<file path="src/rtl/autovec_pkg.sv">
// Package: shared types for the autovector encoder.
// Assumes: nothing beyond IEEE 1800-2017.
package autovec_pkg;

    // State of the three-byte jump fetch sequence
    typedef enum logic {
        SEQ_IDLE  = 1'b0,
        SEQ_ARMED = 1'b1
    } seq_state_e;

    // Vector spacing: slots are four bytes apart in the jump table
    localparam int VEC_SHIFT = 2;

endpackage

</file>
<file path="src/rtl/req_latch_bank.sv">
// Module: req_latch_bank
// Holds one sticky request latch per source. A pulse sets a latch and a
// clear strobe empties it; a pulse wins over a simultaneous clear.
// Slots marked in RESERVED_MASK are tied to zero and never latch.
// Assumes: pulses and clears are synchronous to clk.
module req_latch_bank #(
    parameter int                   NUM_SLOTS     = 32,
    parameter logic [NUM_SLOTS-1:0] RESERVED_MASK = '0
) (
    input  logic                 clk,
    input  logic                 rst_n,
    input  logic [NUM_SLOTS-1:0] pulse_i,
    input  logic [NUM_SLOTS-1:0] clr_i,
    output logic [NUM_SLOTS-1:0] lat_o
);

    for (genvar g = 0; g < NUM_SLOTS; g++) begin : g_slot
        if (RESERVED_MASK[g]) begin : g_resv
            // Reserved slot: constant zero, request pulses ignored
            assign lat_o[g] = 1'b0;
        end else begin : g_live
            logic bit_q;
            // Sticky latch: set on pulse, cleared on strobe, pulse has priority
            always_ff @(posedge clk) begin
                if (!rst_n)          bit_q <= 1'b0;
                else if (pulse_i[g]) bit_q <= 1'b1;
                else if (clr_i[g])   bit_q <= 1'b0;
            end
            assign lat_o[g] = bit_q;
        end
    end

    // set latches without a clear stay set
    a_r2_hold: assert property (@(posedge clk) disable iff (!rst_n)
        1'b1 |=> ((($past(lat_o) & ~$past(clr_i)) & ~lat_o) == '0));

    // a pulse on a live slot is latched at the next edge
    a_r3_set: assert property (@(posedge clk) disable iff (!rst_n)
        1'b1 |=> ((($past(pulse_i) & ~RESERVED_MASK) & ~lat_o) == '0));

    // reserved slots never show a request
    a_r5_reserved: assert property (@(posedge clk) disable iff (!rst_n)
        (lat_o & RESERVED_MASK) == '0);

endmodule

</file>
<file path="src/rtl/prio_pick.sv">
// Module: prio_pick
// Fixed-priority encoder: reports the lowest set bit index of req_i.
// Bit 0 is the highest priority. Purely combinational; clk and rst_n
// only qualify the checks.
// Assumes: NUM_SLOTS is a power of two or IDX_W covers it.
module prio_pick #(
    parameter int NUM_SLOTS = 32,
    localparam int IDX_W    = $clog2(NUM_SLOTS)
) (
    input  logic                 clk,
    input  logic                 rst_n,
    input  logic [NUM_SLOTS-1:0] req_i,
    output logic                 valid_o,
    output logic [IDX_W-1:0]     idx_o
);

    // Scan from the lowest priority upward so the highest priority is kept last
    always_comb begin
        valid_o = 1'b0;
        idx_o   = '0;
        for (int i = NUM_SLOTS - 1; i >= 0; i--) begin
            if (req_i[i]) begin
                valid_o = 1'b1;
                idx_o   = IDX_W'(i);
            end
        end
    end

    // the reported winner is pending and nothing above it in priority is
    a_r6_highest_wins: assert property (@(posedge clk) disable iff (!rst_n)
        valid_o |-> (req_i[idx_o] &&
                     ((req_i & ((NUM_SLOTS'(1) << idx_o) - NUM_SLOTS'(1))) == '0)));

    // no winner only when nothing requests
    a_r4_none: assert property (@(posedge clk) disable iff (!rst_n)
        !valid_o |-> (req_i == '0));

endmodule

</file>
<file path="src/rtl/fetch_subst.sv">
// Module: fetch_subst
// Watches the code fetch stream. A fetch of the entry address captures the
// current winner, and a later fetch of entry+2 has its byte replaced by the
// winner's vector. The sequence closes after the entry+2 fetch.
// Assumes: the processor fetches entry, entry+1, entry+2 in order after
// taking the shared interrupt; fetch data path is combinational.
module fetch_subst
    import autovec_pkg::*;
#(
    parameter int                ADDR_W     = 16,
    parameter int                DATA_W     = 8,
    parameter int                IDX_W      = 5,
    parameter logic [ADDR_W-1:0] ENTRY_ADDR = 16'h0043
) (
    input  logic              clk,
    input  logic              rst_n,
    input  logic              av_en_i,
    input  logic              fetch_valid_i,
    input  logic [ADDR_W-1:0] fetch_addr_i,
    input  logic [DATA_W-1:0] mem_rdata_i,
    input  logic              pick_valid_i,
    input  logic [IDX_W-1:0]  pick_idx_i,
    output logic [DATA_W-1:0] fetch_data_o
);

    localparam logic [ADDR_W-1:0] VEC_ADDR = ENTRY_ADDR + ADDR_W'(2);

    seq_state_e        seq_q;
    logic [IDX_W-1:0]  idx_q;
    logic              hit_q;
    logic              at_entry;
    logic              at_vec;
    logic [DATA_W-1:0] vec_byte;

    // Decode the two addresses of interest
    assign at_entry = fetch_valid_i && (fetch_addr_i == ENTRY_ADDR);
    assign at_vec   = fetch_valid_i && (fetch_addr_i == VEC_ADDR);

    // Track the sequence and freeze the winner on the entry fetch
    always_ff @(posedge clk) begin
        if (!rst_n) begin
            seq_q <= SEQ_IDLE;
            idx_q <= '0;
            hit_q <= 1'b0;
        end else if (at_entry) begin
            seq_q <= SEQ_ARMED;
            idx_q <= pick_idx_i;
            hit_q <= pick_valid_i;
        end else if (at_vec) begin
            seq_q <= SEQ_IDLE;
        end
    end

    // Form the vector byte from the held index
    assign vec_byte = DATA_W'(idx_q) << VEC_SHIFT;

    // Replace the vector byte only inside an armed sequence with a winner
    always_comb begin
        if (at_vec && (seq_q == SEQ_ARMED) && hit_q && av_en_i)
            fetch_data_o = vec_byte;
        else
            fetch_data_o = mem_rdata_i;
    end

    // the held winner does not move until a new entry fetch
    a_r9_hold_vec: assert property (@(posedge clk) disable iff (!rst_n)
        ((seq_q == SEQ_ARMED) && !at_entry) |=> ($stable(idx_q) && $stable(hit_q)));

    // with autovectoring off the fetch data is the memory byte
    a_r8_pass: assert property (@(posedge clk) disable iff (!rst_n)
        !av_en_i |-> (fetch_data_o == mem_rdata_i));

    // the vector fetch closes the sequence
    a_r11_close: assert property (@(posedge clk) disable iff (!rst_n)
        (at_vec && !at_entry) |=> (seq_q == SEQ_IDLE));

endmodule

</file>
<file path="src/rtl/autovec_encoder.sv">
// Module: autovec_encoder (top)
// Latches and masks up to NUM_SLOTS interrupt requests, drives one shared
// interrupt, and substitutes the winner's vector into the jump fetched at
// ENTRY_ADDR. Bit i of each source vector is priority i+1.
// Assumes: synchronous active-low reset, single clock domain.
module autovec_encoder #(
    parameter int                   NUM_SLOTS     = 32,
    parameter int                   ADDR_W        = 16,
    parameter int                   DATA_W        = 8,
    parameter logic [ADDR_W-1:0]    ENTRY_ADDR    = 16'h0043,
    parameter logic [NUM_SLOTS-1:0] RESERVED_MASK = 32'h0E02_0080
) (
    input  logic                 clk,
    input  logic                 rst_n,
    input  logic [NUM_SLOTS-1:0] req_pulse_i,
    input  logic [NUM_SLOTS-1:0] req_en_i,
    input  logic [NUM_SLOTS-1:0] req_clr_i,
    input  logic                 av_en_i,
    input  logic                 fetch_valid_i,
    input  logic [ADDR_W-1:0]    fetch_addr_i,
    input  logic [DATA_W-1:0]    mem_rdata_i,
    output logic                 irq_o,
    output logic [DATA_W-1:0]    fetch_data_o
);

    localparam int IDX_W = $clog2(NUM_SLOTS);

    logic [NUM_SLOTS-1:0] lat;
    logic [NUM_SLOTS-1:0] live;
    logic                 pick_valid;
    logic [IDX_W-1:0]     pick_idx;

    req_latch_bank #(
        .NUM_SLOTS     (NUM_SLOTS),
        .RESERVED_MASK (RESERVED_MASK)
    ) u_latch (
        .clk     (clk),
        .rst_n   (rst_n),
        .pulse_i (req_pulse_i),
        .clr_i   (req_clr_i),
        .lat_o   (lat)
    );

    // Mask latched requests with their enables
    assign live  = lat & req_en_i;
    // Shared line: any enabled pending source
    assign irq_o = |live;

    prio_pick #(.NUM_SLOTS(NUM_SLOTS)) u_pick (
        .clk     (clk),
        .rst_n   (rst_n),
        .req_i   (live),
        .valid_o (pick_valid),
        .idx_o   (pick_idx)
    );

    fetch_subst #(
        .ADDR_W     (ADDR_W),
        .DATA_W     (DATA_W),
        .IDX_W      (IDX_W),
        .ENTRY_ADDR (ENTRY_ADDR)
    ) u_subst (
        .clk           (clk),
        .rst_n         (rst_n),
        .av_en_i       (av_en_i),
        .fetch_valid_i (fetch_valid_i),
        .fetch_addr_i  (fetch_addr_i),
        .mem_rdata_i   (mem_rdata_i),
        .pick_valid_i  (pick_valid),
        .pick_idx_i    (pick_idx),
        .fetch_data_o  (fetch_data_o)
    );

    // the shared line agrees with the encoder's view of pending work
    a_r4_irq_pick: assert property (@(posedge clk) disable iff (!rst_n)
        irq_o == pick_valid);

    // the page byte is never replaced
    a_r7_page_pass: assert property (@(posedge clk) disable iff (!rst_n)
        (fetch_valid_i && (fetch_addr_i == ENTRY_ADDR + ADDR_W'(1)))
            |-> (fetch_data_o == mem_rdata_i));

endmodule

</file>
<file path="config.mk">
export PLATFORM = sky130hd
export DESIGN_NAME = autovec_encoder
export DESIGN_NICKNAME = d
export VERILOG_FILES = /design/src/rtl/autovec_pkg.sv /design/src/rtl/req_latch_bank.sv /design/src/rtl/prio_pick.sv /design/src/rtl/fetch_subst.sv /design/src/rtl/autovec_encoder.sv
export SDC_FILE = /design/constraint.sdc
export NUM_CORES = 1
export LEC_CHECK = 0
export BUFFER_PORTS_ARGS = -buffer_cell sky130_fd_sc_hd__buf_4
export CELL_PAD_IN_SITES_DETAIL_PLACEMENT = 1
export CELL_PAD_IN_SITES_GLOBAL_PLACEMENT = 1
export CORE_MARGIN = 10
export CORE_UTILIZATION = 31
export CTS_CLUSTER_SIZE = 10
export DETAILED_ROUTE_END_ITERATION = 8
export GPL_TIMING_DRIVEN = 0
export PLACE_DENSITY_LB_ADDON = 0.1
export SLEW_MARGIN = 30
export SYNTH_ARGS = -nofsm -noshare
export SYNTH_HDL_FRONTEND = slang
export SYNTH_HIERARCHICAL = 1
export SYNTH_SLANG_ARGS = --single-unit
export TNS_END_PERCENT = 5
</file>
<file path="constraint.sdc">
create_clock -name clk -period 2.7 [get_ports clk]
set_clock_uncertainty 0.2 [all_clocks]
set_input_delay 0.27 -clock clk [delete_from_list [all_inputs] [get_ports clk]]
set_output_delay 0.27 -clock clk [all_outputs]
set_load 0.02 [all_outputs]
</file>
# [Yosys cells after proc, flatten, opt, wreduce, memory -nomap -nowiden]
# Cells that the tools add are included.
# Widths: inputs -> output; s select.
[totals] regBits=34 output_inout_bits=9 elab_cells=188
[op_classes] n_eq_ne=2 mux=121 bitwise=1 n_reduce_logical=34
[ops] cell="$mux 5" count=32
[ops] cell="$mux 1" count=88
[ops] cell="$reduce_bool 2->1" count=28
[ops] cell="$and 32x32->32" count=1
[ops] cell="$eq 16x7->1 const B" count=2
[ops] cell="$reduce_or 32->1" count=1
[ops] cell="$mux 8" count=1
[ops] cell="$logic_and 1x1->1" count=5

# [Logic depth before layout (Yosys ltp)]
[depth] word_depth=33 mapped_depth=9 mapped_depth_nobuf=8

# [Modules after synthesis]
# The synthesis kept the hierarchy.
[by_module_without_submodules] module="req_latch_bank" instances=1 cells_each=117 area_each_um2=1214.9 seq_area_each_um2=540.5
[by_module_without_submodules] module="fetch_subst" instances=1 cells_each=49 area_each_um2=460.4 seq_area_each_um2=140.1
[by_module_without_submodules] module="prio_pick" instances=1 cells_each=65 area_each_um2=370.4 seq_area_each_um2=0.0
[by_module_without_submodules] module="autovec_encoder" instances=1 cells_each=45 area_each_um2=297.8 seq_area_each_um2=0.0

# [Worst setup path before layout]
# No wires, ideal clock.
[synth_path] path_kind="register to output" from="register u_latch.g_slot[24].g_live.bit_q" to="output irq_o" arrival_time_ns=2.097 setup_slack_ns=0.133 path_stages_with_launch=6 path_buffers=1 cell_sequence="dfxtp_1 > buf_4 > and2_1 > or4_1 > or4_1 > or4_1"
[synth_via] elab_chain_len=2
[synth_lines] element="from (decl)" line_no="req_latch_bank.sv:22" source="logic bit_q;"
[synth_lines] element="from (signal assigned)" line_no="req_latch_bank.sv:25" source="if (!rst_n) bit_q <= 1'b0;"
[synth_lines] element="from (signal assigned)" line_no="req_latch_bank.sv:26" source="else if (pulse_i[g]) bit_q <= 1'b1;"
[synth_lines] element="from (signal assigned)" line_no="req_latch_bank.sv:27" source="else if (clr_i[g]) bit_q <= 1'b0;"
[synth_lines] element="$and 32x32->32" line_no="autovec_encoder.sv:45" source="assign live = lat & req_en_i;"
[synth_lines] element="net live[24]" line_no="autovec_encoder.sv:29" source="logic [NUM_SLOTS-1:0] live;"
[synth_lines] element="$reduce_or 32->1" line_no="autovec_encoder.sv:47" source="assign irq_o = |live;"
[synth_lines] element="to (decl)" line_no="autovec_encoder.sv:22" source="output logic irq_o,"
# The timed path passes the listed nets, and every way through them passes these cells.

# [Worst setup path in the final report]
[layout_path] from="register u_latch.g_slot[21].g_live.bit_q" to="output irq_o"
[layout_via] elab_chain_len=2
[layout_lines] element="from (decl)" line_no="req_latch_bank.sv:22"
[layout_lines] element="from (signal assigned)" line_no="req_latch_bank.sv:25"
[layout_lines] element="from (signal assigned)" line_no="req_latch_bank.sv:26"
[layout_lines] element="from (signal assigned)" line_no="req_latch_bank.sv:27"
[layout_lines] element="$and 32x32->32" line_no="autovec_encoder.sv:45"
[layout_lines] element="net live[21]" line_no="autovec_encoder.sv:29"
[layout_lines] element="$reduce_or 32->1" line_no="autovec_encoder.sv:47"
# The timed path passes the listed nets, and every way through them passes these cells.

==> summary.md <==
| Metric | Value |
|---|---|
| Result of the run | `finished, violations left` |
| Failing checks | `negative setup slack` |
| DPL Wire Length | `approximately 6.8 mm` |
| Crit path max-delay cell type | `or4_4` |
| Ordered list of cells on the worst path | `and2_4, or4_4, or4_4, or4_4, buf_6` |
| Height of the chip | `between 100 and 150 um` |
| Number of vias per cell | `approximately 4.6` |
| Setup slack after placement | `-0.0578 ns` |
| Share of Yosys cell area claimed by the top area cell type | `between 20% and 30%` |
| Aggregate global routing overflow | `0` |
| Count of pins over their slew limit | `0` |
| Initial antenna violation count | `0` |
| Clock-pin slew on the worst setup and hold paths | `0.07 ns` |
| Number of max-cap violations | `0` |
| Routed Wire Length | `roughly 8.5 mm` |
| Most common cell on crit path | `or4_4` |
| Tightest Hold Check Type | `input port to flip-flop` |
| Smallest setup slack after layout | `-0.138 ns` |
| Cell types occupying the most area after synthesis | `dfxtp_1 29%, buf_4 10%, and2_1 9.1%` |
| GRT Overall Usage | `around 15%` |
| Top Ports | `133` |
| Sequential area share after synthesis | `about 29%` |
| Maximum VDD drop | `0.213 mV` |
| Number of antenna repair diodes | `0` |
| Unrepaired setup endpoints after global routing | `yes` |
| Clock tree from TritonCTS | `done` |
| Maximum clock frequency | `about 350 MHz` |
| Total chip power | `between 0.001 and 0.0015 W` |
| Endpoint of the worst setup timing path | `irq_o` |
| Count of input and output buffers | `between 100 and 150` |
| Chip Width | `around 110 um` |
| Capture instance of the worst register-to-register path | `u_subst/idx_q[0]` |
| Most common cell after layout, fill and taps aside | `buf_4` |
| Crit path required time | `roughly 2.2 ns` |
| Via count | `between 2000 and 2500` |
| Maximum clock path buffer count | `2` |
| EDFF count, synth | `0` |
| Number of remaining DRC errors | `0` |
| Worst Setup Path Type | `flip-flop to output port` |
| Leakage power | `1.75 nW` |
| Startpoint kind of the worst setup timing path | `flip-flop` |
| Total setup violations reported at the end of the flow | `1` |
| Placer's final routability congestion estimate | `0.747` |
| Maximum fanout along the worst path | `4` |
| Number of cell rows | `31` |
| ANT nets after route | `0` |
| Final hold violation count | `0` |
| Avg Synthesized Cell Area | `about 8.5 um^2` |
| Via count of the first global-routing pass | `approximately 2800` |
| Power per cell area | `367 nW/um^2` |
| Full die area | `around 11000 um^2` |
| Fin Hold WS | `approximately 0.018 ns` |
| Top_reg_cell synth | `dfxtp_1` |
| Worst Reg2Reg Path Length in Cells | `9` |
| Top cell type by total area after synthesis | `dfxtp_1` |
| Instance count of the mapped netlist | `approximately 280` |
| Number of buffers and inverters on the critical path | `1` |
| Utilization after layout | `52.9%` |
| Number of distinct standard cells referenced by the synthesized netlist | `41` |
| CORE AREA | `between 7000 and 8000 um^2` |
| Nets | `560` |
| Share of final-layout standard cells stronger than drive strength 1 | `between 50% and 60%` |
| Critical path launch point | `u_latch/g_slot[21].g_live.bit_q` |
| Leading cell types in the layout, fill and taps excluded | `154 x buf_4, 27 x nor2b_1, 27 x o21a_1` |
| Top cell family by delay on the critical path | `simple AND/OR/NAND/NOR gates` |
| Number of clock sinks seen by CTS | `34` |
| Initial core utilization | `about a third` |
| Flip-flop and latch count after synthesis | `34` |
| Clk root buf | `clkbuf_8` |
| Min cycle time layout | `2.84 ns` |
| Area growth from synthesis to layout | `64.5%` |
| Initial DRT Pass Iterations | `4` |
| Worst reg2reg path startpoint | `u_latch/g_slot[28].g_live.bit_q` |
| Worst Hold Depth | `2` |
| Average wire length per cell after detail routing | `about 16 um` |
| Clock H-tree levels | `2` |
| Share of flip-flops with an asynchronous set or reset after synthesis | `0%` |
| Maximum number of pins on one net before global-route repair | `11` |
| YS warnings | `6` |
| Cts bufs inserted | `5` |
| Setup slack on the worst flop-to-flop path | `0.43 ns` |
| Hold path start | `req_pulse_i[29]` |
| First-pass GRT wire length | `13.8 mm` |
| Share of the clock period used by the worst path after layout | `105%` |
| Clock latency at the later pin of the worst-skew pair | `~0.28 ns` |
| Cell depth of the worst setup path | `5` |
| Element type at the critical path end | `output port` |
| Biggest cell delay along the critical path | `~0.53 ns` |
| Mapped Area | `approximately 2300 um^2` |
| Crit path DAT | `2.37 ns` |
| Violation count after the first detailed-route iteration | `46` |
## cell families after synthesis
logic type	Yosys count	share of synthesized area, %
compound gates	51	15.7
buf+inv	45	14.4
flops	34	29.0
mux	11	4.97
other cells	1	0.160
simple gates	134	35.7
## what timing repair did
item                       CTS  global route
buffers inserted            10             3
hold buffers                26             0
pin swaps                   21             9
gates resized for setup     30            11
setup endpoints to repair    1             1
gates cloned                 0             0
hold endpoints to repair    26             0
## stage by stage
step	instances	cell area, um^2	TNS [ns]
final	536	3860	-0.138
after global routing	536	3860	-0.189
after CTS	536	3840	-0.201
after detailed placement	501	3400	-0.0578
after global placement	501	3400	-0.0381
after floorplan	280	2360	0
## worst min path at each step
| stage | to | slack, ns |
|---|---|---|
| after floorplan | u_latch/g_slot[0].g_live.bit_q | 0.19 |
| final | u_latch/g_slot[29].g_live.bit_q | 0.02 |
| after CTS | u_latch/g_slot[29].g_live.bit_q | 0.009 |
| after detailed placement | u_subst/idx_q[3] | 0.26 |
| after global routing | u_latch/g_slot[29].g_live.bit_q | 0.02 |
| after global placement | u_subst/hit_q | 0.25 |
## power breakdown
part           internal, W  switching, W  total [W]
sequential        0.000530     0.0000122   0.000543
clock             0.000258      0.000187   0.000445
combinational     0.000278      0.000151   0.000429
total              0.00107      0.000350    0.00142
## routing by layer
metal,global-route usage (%),vias up,share of wire (%)
met2,29.4,67,56
met3,4.43,2,5.9
met4,3.19,0,0.42
li1,-,1238,-
met5,0,-,0
met1,15.3,1171,38
## sequential cells by signal (all words and copies together) (netlist names)
name and count:
u_latch/g_slot.g_live.bit_q 27, u_subst/hit_q 1, u_subst/idx_q 5, u_subst/seq_q 1
## synthesized netlist by cell type (3+ instances only)
cell type   n
o21a_1     27
nor2_1     14
nor3b_1     3
nor2b_1    27
a21oi_1     8
mux2i_1     6
and2_1     34
nand2_1    16
o21ai_0     3
nor3_1      7
dfxtp_1    34
mux2_2      5
nor4b_2     3
nor4_1      5
or4_1      10
buf_4      32
inv_1       8
or2_2       4
## area by class of cell
type	instances	area (um^2)
Timing Repair Buffer	161	1280
Clock buffer	8	110
Inverter	8	30.0
Buffer	25	216
Tap cell	99	124
Multi-Input combinational cell	201	1400
Fill cell	872	3440
Sequential cell	34	698
No activity file was read; power rests on OpenSTA's default activity.
